--- src/rtl/t0tx_pkg.sv ---
package t0tx_pkg;
   // character geometry in ETU slots, counted from the start edge
   localparam int unsigned CHAR_W      = 8;
   localparam int unsigned FRAME_W     = CHAR_W + 2;   // start + data + parity
   localparam int unsigned SAMPLE_SLOT = FRAME_W + 1;  // guard-time sample slot
   localparam int unsigned GAP_OK      = FRAME_W + 2;  // start-to-start, accepted
   localparam int unsigned GAP_NAK     = FRAME_W + 3;  // start-to-start, refused
   localparam int unsigned SLOT_W      = 4;
   localparam int unsigned EXT_W       = 1 << SLOT_W;

   typedef logic [CHAR_W-1:0]  byte_t;
   typedef logic [FRAME_W-1:0] frame_t;
   typedef logic [SLOT_W-1:0]  slot_t;
endpackage

--- src/rtl/t0tx_etu_timer.sv ---
module t0tx_etu_timer
   import t0tx_pkg::*;
#(
   parameter int unsigned ETU_CLKS = 372
) (
   input  logic  clk,
   input  logic  rst_n,
   input  logic  restart,
   input  logic  run,
   output slot_t slot,
   output logic  slot_first,
   output logic  slot_last
);
   localparam int unsigned CNT_W = (ETU_CLKS > 1) ? $clog2(ETU_CLKS) : 1;
   localparam logic [CNT_W-1:0] CNT_TOP = CNT_W'(ETU_CLKS - 1);

   logic [CNT_W-1:0] cnt;

   always_ff @(posedge clk) begin
      if (!rst_n) begin
         cnt  <= '0;
         slot <= '0;
      end else if (restart) begin
         cnt  <= '0;
         slot <= '0;
      end else if (run) begin
         if (cnt == CNT_TOP) begin
            cnt  <= '0;
            slot <= slot + 1'b1;
         end else begin
            cnt <= cnt + 1'b1;
         end
      end
   end

   assign slot_first = (cnt == '0);
   assign slot_last  = (cnt == CNT_TOP);
endmodule

--- src/rtl/t0tx_frame_enc.sv ---
module t0tx_frame_enc
   import t0tx_pkg::*;
#(
   parameter bit SUPPORT_INVERSE = 1'b1
) (
   input  byte_t  data,
   input  logic   inverse,
   output frame_t line
);
   logic odd;
   assign odd     = ^data;
   assign line[0] = 1'b0;

   generate
      if (SUPPORT_INVERSE) begin : g_both
         for (genvar gi = 0; gi < CHAR_W; gi++) begin : g_bit
            assign line[1+gi] = inverse ? ~data[CHAR_W-1-gi] : data[gi];
         end
         assign line[FRAME_W-1] = inverse ? ~odd : odd;
      end else begin : g_direct
         logic unused_inverse;
         assign unused_inverse = inverse;
         for (genvar gi = 0; gi < CHAR_W; gi++) begin : g_bit
            assign line[1+gi] = data[gi];
         end
         assign line[FRAME_W-1] = odd;
      end
   endgenerate
endmodule

--- src/rtl/t0tx_ctrl.sv ---
module t0tx_ctrl
   import t0tx_pkg::*;
#(
   parameter int unsigned RETRY_W = 3
) (
   input  logic               clk,
   input  logic               rst_n,
   input  logic               wr_en,
   input  byte_t              wr_data,
   input  logic               wr_last,
   input  logic [RETRY_W-1:0] retry_limit,
   input  logic               io_in,
   input  slot_t              slot,
   input  logic               slot_first,
   input  logic               slot_last,
   input  frame_t             enc_line,
   output byte_t              hold_data,
   output logic               tmr_restart,
   output logic               tmr_run,
   output logic               io_pull_low,
   output logic               buf_empty,
   output logic               empty_irq,
   output logic               tx_err,
   output logic               rx_mode,
   output logic [RETRY_W-1:0] retries
);
   logic   hold_v, hold_last, sending, cur_last, refused;
   frame_t frame;
   logic [EXT_W-1:0] frame_ext;

   logic at_sample, end_ok, end_nak, can_retry, do_retry, give_up, retire, take;

   assign at_sample = sending && (slot == slot_t'(SAMPLE_SLOT)) && slot_first;
   assign end_ok    = sending && !refused && (slot == slot_t'(GAP_OK - 1))  && slot_last;
   assign end_nak   = sending &&  refused && (slot == slot_t'(GAP_NAK - 1)) && slot_last;
   assign can_retry = (retries < retry_limit);
   assign do_retry  = end_nak && can_retry;
   assign give_up   = end_nak && !can_retry;
   assign retire    = end_ok || give_up;
   assign take      = hold_v && (!sending || retire);

   assign tmr_restart = take || do_retry;
   assign tmr_run     = sending;

   assign frame_ext   = {{(EXT_W - FRAME_W){1'b1}}, frame};
   assign io_pull_low = sending && !frame_ext[slot];
   assign buf_empty   = !hold_v;

   always_ff @(posedge clk) begin
      if (!rst_n) begin
         hold_v    <= 1'b0;
         hold_data <= '0;
         hold_last <= 1'b0;
         sending   <= 1'b0;
         frame     <= '1;
         cur_last  <= 1'b0;
         refused   <= 1'b0;
         retries   <= '0;
         empty_irq <= 1'b0;
         tx_err    <= 1'b0;
         rx_mode   <= 1'b0;
      end else begin
         empty_irq <= take;
         if (take) begin
            hold_v   <= 1'b0;
            frame    <= enc_line;
            cur_last <= hold_last;
            retries  <= '0;
            refused  <= 1'b0;
            sending  <= 1'b1;
         end else if (do_retry) begin
            retries <= retries + 1'b1;
            refused <= 1'b0;
         end else if (retire) begin
            sending <= 1'b0;
            retries <= '0;
         end
         if (at_sample)
            refused <= ~io_in;
         if (retire && cur_last && !hold_v)
            rx_mode <= 1'b1;
         if (give_up)
            tx_err <= 1'b1;
         if (wr_en && !hold_v) begin
            hold_v    <= 1'b1;
            hold_data <= wr_data;
            hold_last <= wr_last;
            rx_mode   <= 1'b0;
            tx_err    <= 1'b0;
         end
      end
   end
endmodule

--- src/rtl/t0_char_tx.sv ---
module t0_char_tx
   import t0tx_pkg::*;
#(
   parameter int unsigned ETU_CLKS        = 372,
   parameter int unsigned RETRY_W         = 3,
   parameter bit          SUPPORT_INVERSE = 1'b1
) (
   input  logic               clk,
   input  logic               rst_n,
   input  logic               conv_inv,
   input  logic [RETRY_W-1:0] retry_limit,
   input  logic               wr_en,
   input  logic [7:0]         wr_data,
   input  logic               wr_last,
   input  logic               io_in,
   output logic               io_pull_low,
   output logic               buf_empty,
   output logic               empty_irq,
   output logic               tx_err,
   output logic               rx_mode
);
   generate
      if (ETU_CLKS < 4) begin : g_chk_etu
         $error("ETU_CLKS must be at least 4");
      end
      if (RETRY_W < 1 || RETRY_W > 8) begin : g_chk_retry
         $error("RETRY_W must be between 1 and 8");
      end
      if ($clog2(GAP_NAK + 1) > SLOT_W) begin : g_chk_slot
         $error("SLOT_W too narrow for the character spacing");
      end
   endgenerate

   slot_t              w_slot;
   logic               w_slot_first, w_slot_last, w_restart, w_run;
   byte_t              w_hold_data;
   frame_t             w_enc;
   logic [RETRY_W-1:0] w_retries;

   t0tx_etu_timer #(.ETU_CLKS(ETU_CLKS)) u_timer (
      .clk        (clk),
      .rst_n      (rst_n),
      .restart    (w_restart),
      .run        (w_run),
      .slot       (w_slot),
      .slot_first (w_slot_first),
      .slot_last  (w_slot_last)
   );

   t0tx_frame_enc #(.SUPPORT_INVERSE(SUPPORT_INVERSE)) u_enc (
      .data    (w_hold_data),
      .inverse (conv_inv),
      .line    (w_enc)
   );

   t0tx_ctrl #(.RETRY_W(RETRY_W)) u_ctrl (
      .clk         (clk),
      .rst_n       (rst_n),
      .wr_en       (wr_en),
      .wr_data     (wr_data),
      .wr_last     (wr_last),
      .retry_limit (retry_limit),
      .io_in       (io_in),
      .slot        (w_slot),
      .slot_first  (w_slot_first),
      .slot_last   (w_slot_last),
      .enc_line    (w_enc),
      .hold_data   (w_hold_data),
      .tmr_restart (w_restart),
      .tmr_run     (w_run),
      .io_pull_low (io_pull_low),
      .buf_empty   (buf_empty),
      .empty_irq   (empty_irq),
      .tx_err      (tx_err),
      .rx_mode     (rx_mode),
      .retries     (w_retries)
   );
endmodule

--- config.mk ---
export PLATFORM = sky130hd
export DESIGN_NAME = t0_char_tx
export DESIGN_NICKNAME = d
export VERILOG_FILES = /design/src/rtl/t0tx_pkg.sv /design/src/rtl/t0tx_etu_timer.sv /design/src/rtl/t0tx_frame_enc.sv /design/src/rtl/t0tx_ctrl.sv /design/src/rtl/t0_char_tx.sv
export SDC_FILE = /design/constraint.sdc
export NUM_CORES = 1
export LEC_CHECK = 0
export ABC_AREA = 0
export BUFFER_PORTS_ARGS = -buffer_cell sky130_fd_sc_hd__buf_4
export CELL_PAD_IN_SITES_DETAIL_PLACEMENT = 1
export CELL_PAD_IN_SITES_GLOBAL_PLACEMENT = 1
export CORE_MARGIN = 10
export CORE_UTILIZATION = 49
export CTS_BUF_LIST = sky130_fd_sc_hd__clkbuf_4 sky130_fd_sc_hd__clkbuf_8
export DETAILED_ROUTE_END_ITERATION = 12
export HOLD_SLACK_MARGIN = 0.12
export PLACE_DENSITY_LB_ADDON = 0.08
export SETUP_SLACK_MARGIN = 0.4
export SYNTH_ARGS = -nofsm -noshare
export SYNTH_HDL_FRONTEND = slang
export SYNTH_SLANG_ARGS = --single-unit
--- constraint.sdc ---
create_clock -name clk -period 4.7 [get_ports clk]
set_input_delay 1.175 -clock clk [delete_from_list [all_inputs] [get_ports clk]]
set_output_delay 1.175 -clock clk [all_outputs]
set_load 0.03 [all_outputs]
==> results.ini, run 1 <==
[timing]
tns_ps = 0
worst_slew_pin_slew_ps = 617
finalSetupViolations = 0
rsz0062_at_grt = no
final_hold_viol_count = 0
skew_ps = 6.73
min_period_ps = 3170
hold_slack_ps = 475
period_share = 0.674
final_max_slew_viol_count = 0
slew-limit-headroom = 0.588
clock.fmax_ghz = 0.315

[worst_hold_path]
hp-start = u_ctrl.frame[8]$_SDFFE_PN1P_
whs_path_depth = 2
whs_endpoint = u_ctrl.frame[8]$_SDFFE_PN1P_
min_path_type = flop to flop

[worst_setup_path]
r2r-end = u_ctrl.frame[7]$_SDFFE_PN1P_
worstReg2RegStart = u_ctrl.tmr_run$_SDFFE_PN0P_
path_class = flop to output pin
crit_fanout = 7
crit_required_ps = 3520
reg2reg_slack_ps = 2490
critPathMaxStageDelay_ps = 530
startpoint_type = flop
critical_path.top_delay_family = multiplexers
worstPathArrival_ps = 1990
crit_chain = mux4_2, nor2b_1, a211oi_1, a21oi_1, nor2b_1, buf_4
worst_setup_path_end_kind = output pin
rr_worst_depth = 6
crit_path_top_delay_cell = mux4_2
cpMostUsedCell = nor2b_1
path_buf_inv = 1

[routing]
wl_per_cell_um = 15.0
remaining_drc_errors = 0
finalWirelength_um = 4660
drt_first_pass_iters = 4
drtAntennaViolNets = 0
first_iter_violations = 59
vias = 1646
via_per_inst = 5.29

[logic_synthesis]
ys_ff_latch = 42
yosys_warnings = 0
synth_adder_area_share = 0.0412
synth-simple-area-share = 0.235
synth_xor_xnor_area_share = 0.0742
syn_nets = 267
synth_top_family_by_area = simple AND/OR/NAND/NOR gates
syn_area_um2 = 2120
synthMuxAreaShare = 0.0778
synth.distinct_cells = 45
syn_area_per_cell_um2 = 8.74
yosysSeqAreaShare = 0.396
syn_inst = 243
synth_compound_area_frac = 0.132

[clock_tree]
post_cts_buffers = 0
cts_tree = yes
clock-sinks = 42
path_clk_slew_ps = 80
cts_hold_buf = 0
clk_latency_ps = 290
cts_buffers = 5
cts_resized = 0
ctsLongestPathBuffers = 2
cts_root_buf = clkbuf_8
htree_levels = 2

[power_and_ir_drop]
p_sw_uw = 170
p_int_uw = 522
switching_share = 0.245
p_comb_frac = 0.118
leakage_nw = 0.931
clockPowerShare = 0.331
vdd_drop_max_uv = 153
power_frac_seq = 0.551
power-per-cell-area_nw_per_um2 = 292

[finish]
drive_above_1_share = 0.157
final_util = 0.581
fin_cells = 311
fin_area_um2 = 2370
area_growth_pct = 11.7
fin_nets = 285
nFillCells = 496
antenna_cells = 0
regArea_um2 = 841
multi_input_area_um2 = 1190

[die]
die_w_um = 85.8
start_util = 0.520
num_rows = 23
coreArea_um2 = 4090
die_y_um = 85.8
pin_count = 22
die_area_um2 = 7370

[run_status]
status = completed

[grt]
first_global_vias = 1678
gr-usage-all-layers = 0.131
grt_max_degree = 29
grt_first_pass_wirelength_um = 7960
antenna_found_initial = 0
grt-ovfl-total = 0

[placed_design]
routabilityCongestion = 0.760
detailed_place_hpwl_um = 3410
placedCellCount = 304
portBuffers = 21
dpl_cell_area_um2 = 2290

[job]
max-cap-violations = 0

## final cells by class
cell class | count | share of cell area
flip-flops and latches | 42 | 0.354
inverters | 10 | 0.0158
well taps | 50 | 0.0264
clock buffers | 7 | 0.0353
repair buffers | 21 | 0.0665
multi-input cells | 181 | 0.502
## sequential cells by signal, indices dropped and copies added, names as in the netlist, 3 cells and up
| register | cells |
|---|---|
| u_ctrl.hold_data | 8 |
| u_timer.slot | 4 |
| u_ctrl.retries | 3 |
| u_ctrl.frame | 10 |
| u_timer.cnt | 9 |
## per-layer routing
layer,wire length (um),GRT usage
met3,211,0.0407
met1,2370,0.168
met4,67,0.0449
met5,0,0
met2,2020,0.203
## Yosys cell counts
cell       count  area, um2
a22oi_1        1       7.51
nand2_1       37        139
a21o_1         1       7.51
o31a_1         1       8.76
nand2_4        1       11.3
clkbuf_1       6       22.5
a21boi_0      10       75.1
nor4_1         1       6.26
ha_1           7       87.6
and3_4         1       11.3
buf_4          1       7.51
a21oi_1       12       60.1
a2bb2oi_4      1       26.3
buf_2          1       5.00
a31oi_2        1       12.5
o211ai_1       1       7.51
mux4_2         2       45.0
nand2_2        1       6.26
a211oi_1       1       7.51
nor2_1        32        120
nand3_1        6       30.0
nor2b_1        8       50.1
o21ai_4        1       16.3
xnor2_1        9       78.8
nand3b_1       1       7.51
nand4_1        4       25.0
o211ai_2       1       12.5
mux2i_1       12        120
or2_1          1       6.26
o21a_1         1       7.51
buf_8          1       15.0
dfxtp_1       42        841
and4_4         1       11.3
nand3_2        1       10.0
xor2_1         9       78.8
clkbuf_2       1       5.00
or2_4          1       8.76
o21ai_0        2       10.0
nand2b_1       3       18.8
nor3_2         1       10.0
inv_1         10       37.5
nor3_1         3       15.0
a31oi_1        2       12.5
and2_1         2       12.5
a2111oi_0      1       8.76
## kinds of logic (layout without fill, tap and decap cells)
group | Yosys count | count (layout)
buffers and inverters | 20 | 38
AND/OR/NAND/NOR | 105 | 105
AO/OA/AOI/OAI | 37 | 37
multiplexers | 14 | 14
flip-flops | 42 | 42
XOR/XNOR | 18 | 18
adder cells (fa/ha/maj) | 7 | 7
## stage by stage
stage / total power [mW] / worst slack, ps
floorplan: 0.448 / 1750
global placement: 0.469 / 1810
detailed placement: 0.472 / 1750
CTS: 0.699 / 1490
global route: 0.722 / 1350
finish: 0.692 / 1530
## worst max path at each step
stage                                        end                          from  slack, ps  cells after the start
floorplan                            io_pull_low  u_timer.slot[0]$_SDFFE_PP0P_       1750                      5
global placement    u_ctrl.frame[1]$_SDFFE_PN1P_                retry_limit[2]       1810                      9
detailed placement   u_ctrl.refused$_SDFFE_PN0P_                retry_limit[2]       1750                      9
CTS                                  io_pull_low  u_timer.slot[0]$_SDFFE_PP0P_       1490                      6
global route                         io_pull_low  u_timer.slot[0]$_SDFFE_PP0P_       1350                      6
finish                               io_pull_low  u_timer.slot[0]$_SDFFE_PP0P_       1530                      6
## worst min-delay path: cells and delay by family, from the launching register on
kind / cells / cell delay (ps)
multiplexers: 1 / 60
flip-flops: 1 / 320
AND/OR/NAND/NOR: 1 / 60
## power groups by stage
stage          clock network, mW  registers [mW]  logic [mW]
2_1_floorplan                  0           0.385      0.0627
6_report                   0.229           0.381      0.0817
3_3_place_gp                   0           0.389      0.0799
3_5_place_dp                   0           0.390      0.0824
5_1_grt                    0.247           0.383      0.0923
4_1_cts                    0.234           0.381      0.0832
## placed cells by master, fill, tap and decap left out, types with 2 or more instances in the layout
master / Yosys / final
nand2b_1: 3 / 3
xnor2_1: 9 / 9
dfxtp_1: 42 / 42
xor2_1: 9 / 9
nand3_1: 6 / 6
nand4_1: 4 / 4
clkbuf_8: 0 / 5
nand2_1: 37 / 37
nor2b_1: 8 / 8
buf_4: 1 / 21
inv_1: 10 / 10
o21ai_0: 2 / 2
mux4_2: 2 / 2
nor2_1: 32 / 32
a21oi_1: 12 / 12
clkbuf_4: 0 / 2
nor3_1: 3 / 3
mux2i_1: 12 / 12
ha_1: 7 / 7
a31oi_1: 2 / 2
a21boi_0: 10 / 10
and2_1: 2 / 2
(Power assumes the default switching activity.)
==> run 2: changes to the inputs <==
Settings changed: CORE_UTILIZATION 49 to 41.
Clock period 4.7 ns to 2.54 ns, I/O delays scaled along.
==> run 2 against run 1 <==
Via count is 2.4% higher. Cell count increased by 9.6%. Power up 100%. First-iteration DRC count is 32% higher. Global-route usage decreased by 1.2 points. Wire length rose by 5.8%. Clock power grew 140%. Count of clock-buffer cells in the layout fell by 1. Cell area increased by 8.5%. Setup slack worse by 1400 ps. Clock skew hardly changed. Worst hold slack gained 1.6 ps.
==> results.ini, run 2 (synthesis results as in run 1) <==
[worst_setup_path]
critPathMaxStageDelay_ps = 480
worst_setup_path_end_kind = output pin
worstPathArrival_ps = 1780
crit_fanout = 3
critical_path.top_delay_family = multiplexers
path_buf_inv = 1
crit_path_top_delay_cell = mux4_2
startpoint_type = flop
crit_chain = mux4_2, nor2b_1, a211oi_1, a21oi_1, nor2b_2, buf_6
crit_required_ps = 1900
path_class = flop to output pin

[finish]
drive_above_1_share = 0.214
antenna_cells = 0
nFillCells = 614
mostFrequentLayoutCell = dfxtp_1
largest_reg_flops = 10
multi_input_area_um2 = 1220
area_growth_pct = 21.2
top_register = u_ctrl.frame
final_util = 0.507
largestRegisters = u_ctrl.frame x10, u_timer.cnt x9, u_ctrl.hold_data x8
fin_cells = 341
final_cell_mix = dfxtp_1, nand2_1, nor2_1
fin_nets = 295
regArea_um2 = 845

[timing]
final_hold_viol_count = 0
finalSetupViolations = 0
final_max_slew_viol_count = 0
worst_slew_pin_slew_ps = 592
rsz0062_at_grt = yes
tns_ps = 0
period_share = 0.951
clock.fmax_ghz = 0.414
slew-limit-headroom = 0.605
skew_ps = 6.34
min_period_ps = 2420
hold_slack_ps = 477

[routing]
drt_first_pass_iters = 4
vias = 1686
remaining_drc_errors = 0
via_per_inst = 4.94
finalWirelength_um = 4940
first_iter_violations = 78
drtAntennaViolNets = 0
wl_per_cell_um = 14.5

[grt]
grt-ovfl-total = 0
antenna_found_initial = 0
gr-usage-all-layers = 0.120
grt_max_degree = 29
first_global_vias = 1730
grt_first_pass_wirelength_um = 8380

[die]
coreArea_um2 = 5070
pin_count = 22
die_w_um = 92.0
num_rows = 26
start_util = 0.418
die_area_um2 = 8460
die_y_um = 92.0

[power_and_ir_drop]
clockPowerShare = 0.381
power-per-cell-area_nw_per_um2 = 550
switching_share = 0.235
p_comb_frac = 0.123
p_int_mw = 1.08
power_frac_seq = 0.496
vdd_drop_max_uv = 247
p_sw_uw = 332
leakage_nw = 1.01

[placed_design]
placedCellCount = 328
detailed_place_hpwl_um = 3540
portBuffers = 21
routabilityCongestion = 0.734

[clock_tree]
path_clk_slew_ps = 80
cts_hold_buf = 0
clock-sinks = 42
ctsLongestPathBuffers = 2
clk_latency_ps = 290
cts_tree = yes
htree_levels = 2
cts_buffers = 5
cts_root_buf = clkbuf_8

[job]
max-cap-violations = 0

[worst_hold_path]
min_path_type = flop to flop

[run_status]
status = completed

## run 2: cell count changes in the layout (fill, tap and decap cells not counted), sizes merged
| cell | previous run | this run |
|---|---|---|
| bufinv | 0 | 1 |
| buf | 21 | 30 |
## run 2: metal layers
metal | vias to the layer above | wire [um] | global-route usage
met4 | 0 | 80 | 0.0501
met2 | 22 | 2190 | 0.173
met3 | 9 | 161 | 0.0350
met5 | - | 0 | 0
met1 | 787 | 2500 | 0.161
li1 | 868 | - | -
## run 2: power groups by stage
stage,Clock (mW),Sequential [mW],Combinational [mW]
floorplan,0,0.711,0.119
global placement,0,0.715,0.159
detailed placement,0,0.716,0.163
CTS,0.560,0.701,0.164
global route,0.586,0.704,0.195
finish,0.539,0.701,0.174
## run 2: path summary, 6_finish.rpt
| check | slack, ps | cells past startpoint | to | from |
|---|---|---|---|---|
| worst min register to register | 480 | 2 | u_ctrl.frame[8]$_SDFFE_PN1P_ | u_ctrl.frame[8]$_SDFFE_PN1P_ |
| worst min-delay path | 480 | 2 | u_ctrl.frame[8]$_SDFFE_PN1P_ | u_ctrl.frame[8]$_SDFFE_PN1P_ |
| worst max register to register | 490 | 10 | u_ctrl.frame[1]$_SDFFE_PN1P_ | u_timer.slot[0]$_SDFFE_PP0P_ |
| worst max-delay path | 120 | 6 | io_pull_low | u_timer.slot[0]$_SDFFE_PP0P_ |
## run 2: layout make-up
type / instances / area share
Multi-Input combinational cell: 181 / 0.476
Sequential cell: 42 / 0.328
Timing Repair Buffer: 31 / 0.104
Tap cell: 70 / 0.0340
Clock buffer: 6 / 0.0321
Inverter: 10 / 0.0146
Clock inverter: 1 / 0.0117
## run 2: worst register-to-register path: stages (launching register included)
cell	delay [ps]
dfxtp_4	360
buf_4	160
inv_2	60
ha_2	170
nand3_2	110
or2_4	270
a2bb2oi_4	160
o21ai_4	210
clkbuf_16	190
mux2i_1	170
nand2_1	70
## run 2: through the flow
stage / setup slack, ps / area, um2 / power (mW)
after global routing: 26.6 / 2570 / 1.48
after floorplan: 402 / 2150 / 0.830
after detailed placement: 173 / 2370 / 0.879
after global placement: 229 / 2370 / 0.874
final: 123 / 2570 / 1.41
after CTS: 97.5 / 2490 / 1.42
## run 2: what timing repair did
item	CTS	global route
hold endpoints to repair	0	0
endpoints found under the setup margin	1	14
pin swaps	0	2
resized for setup	1	5
gates cloned	0	1
setup buffers	1	4
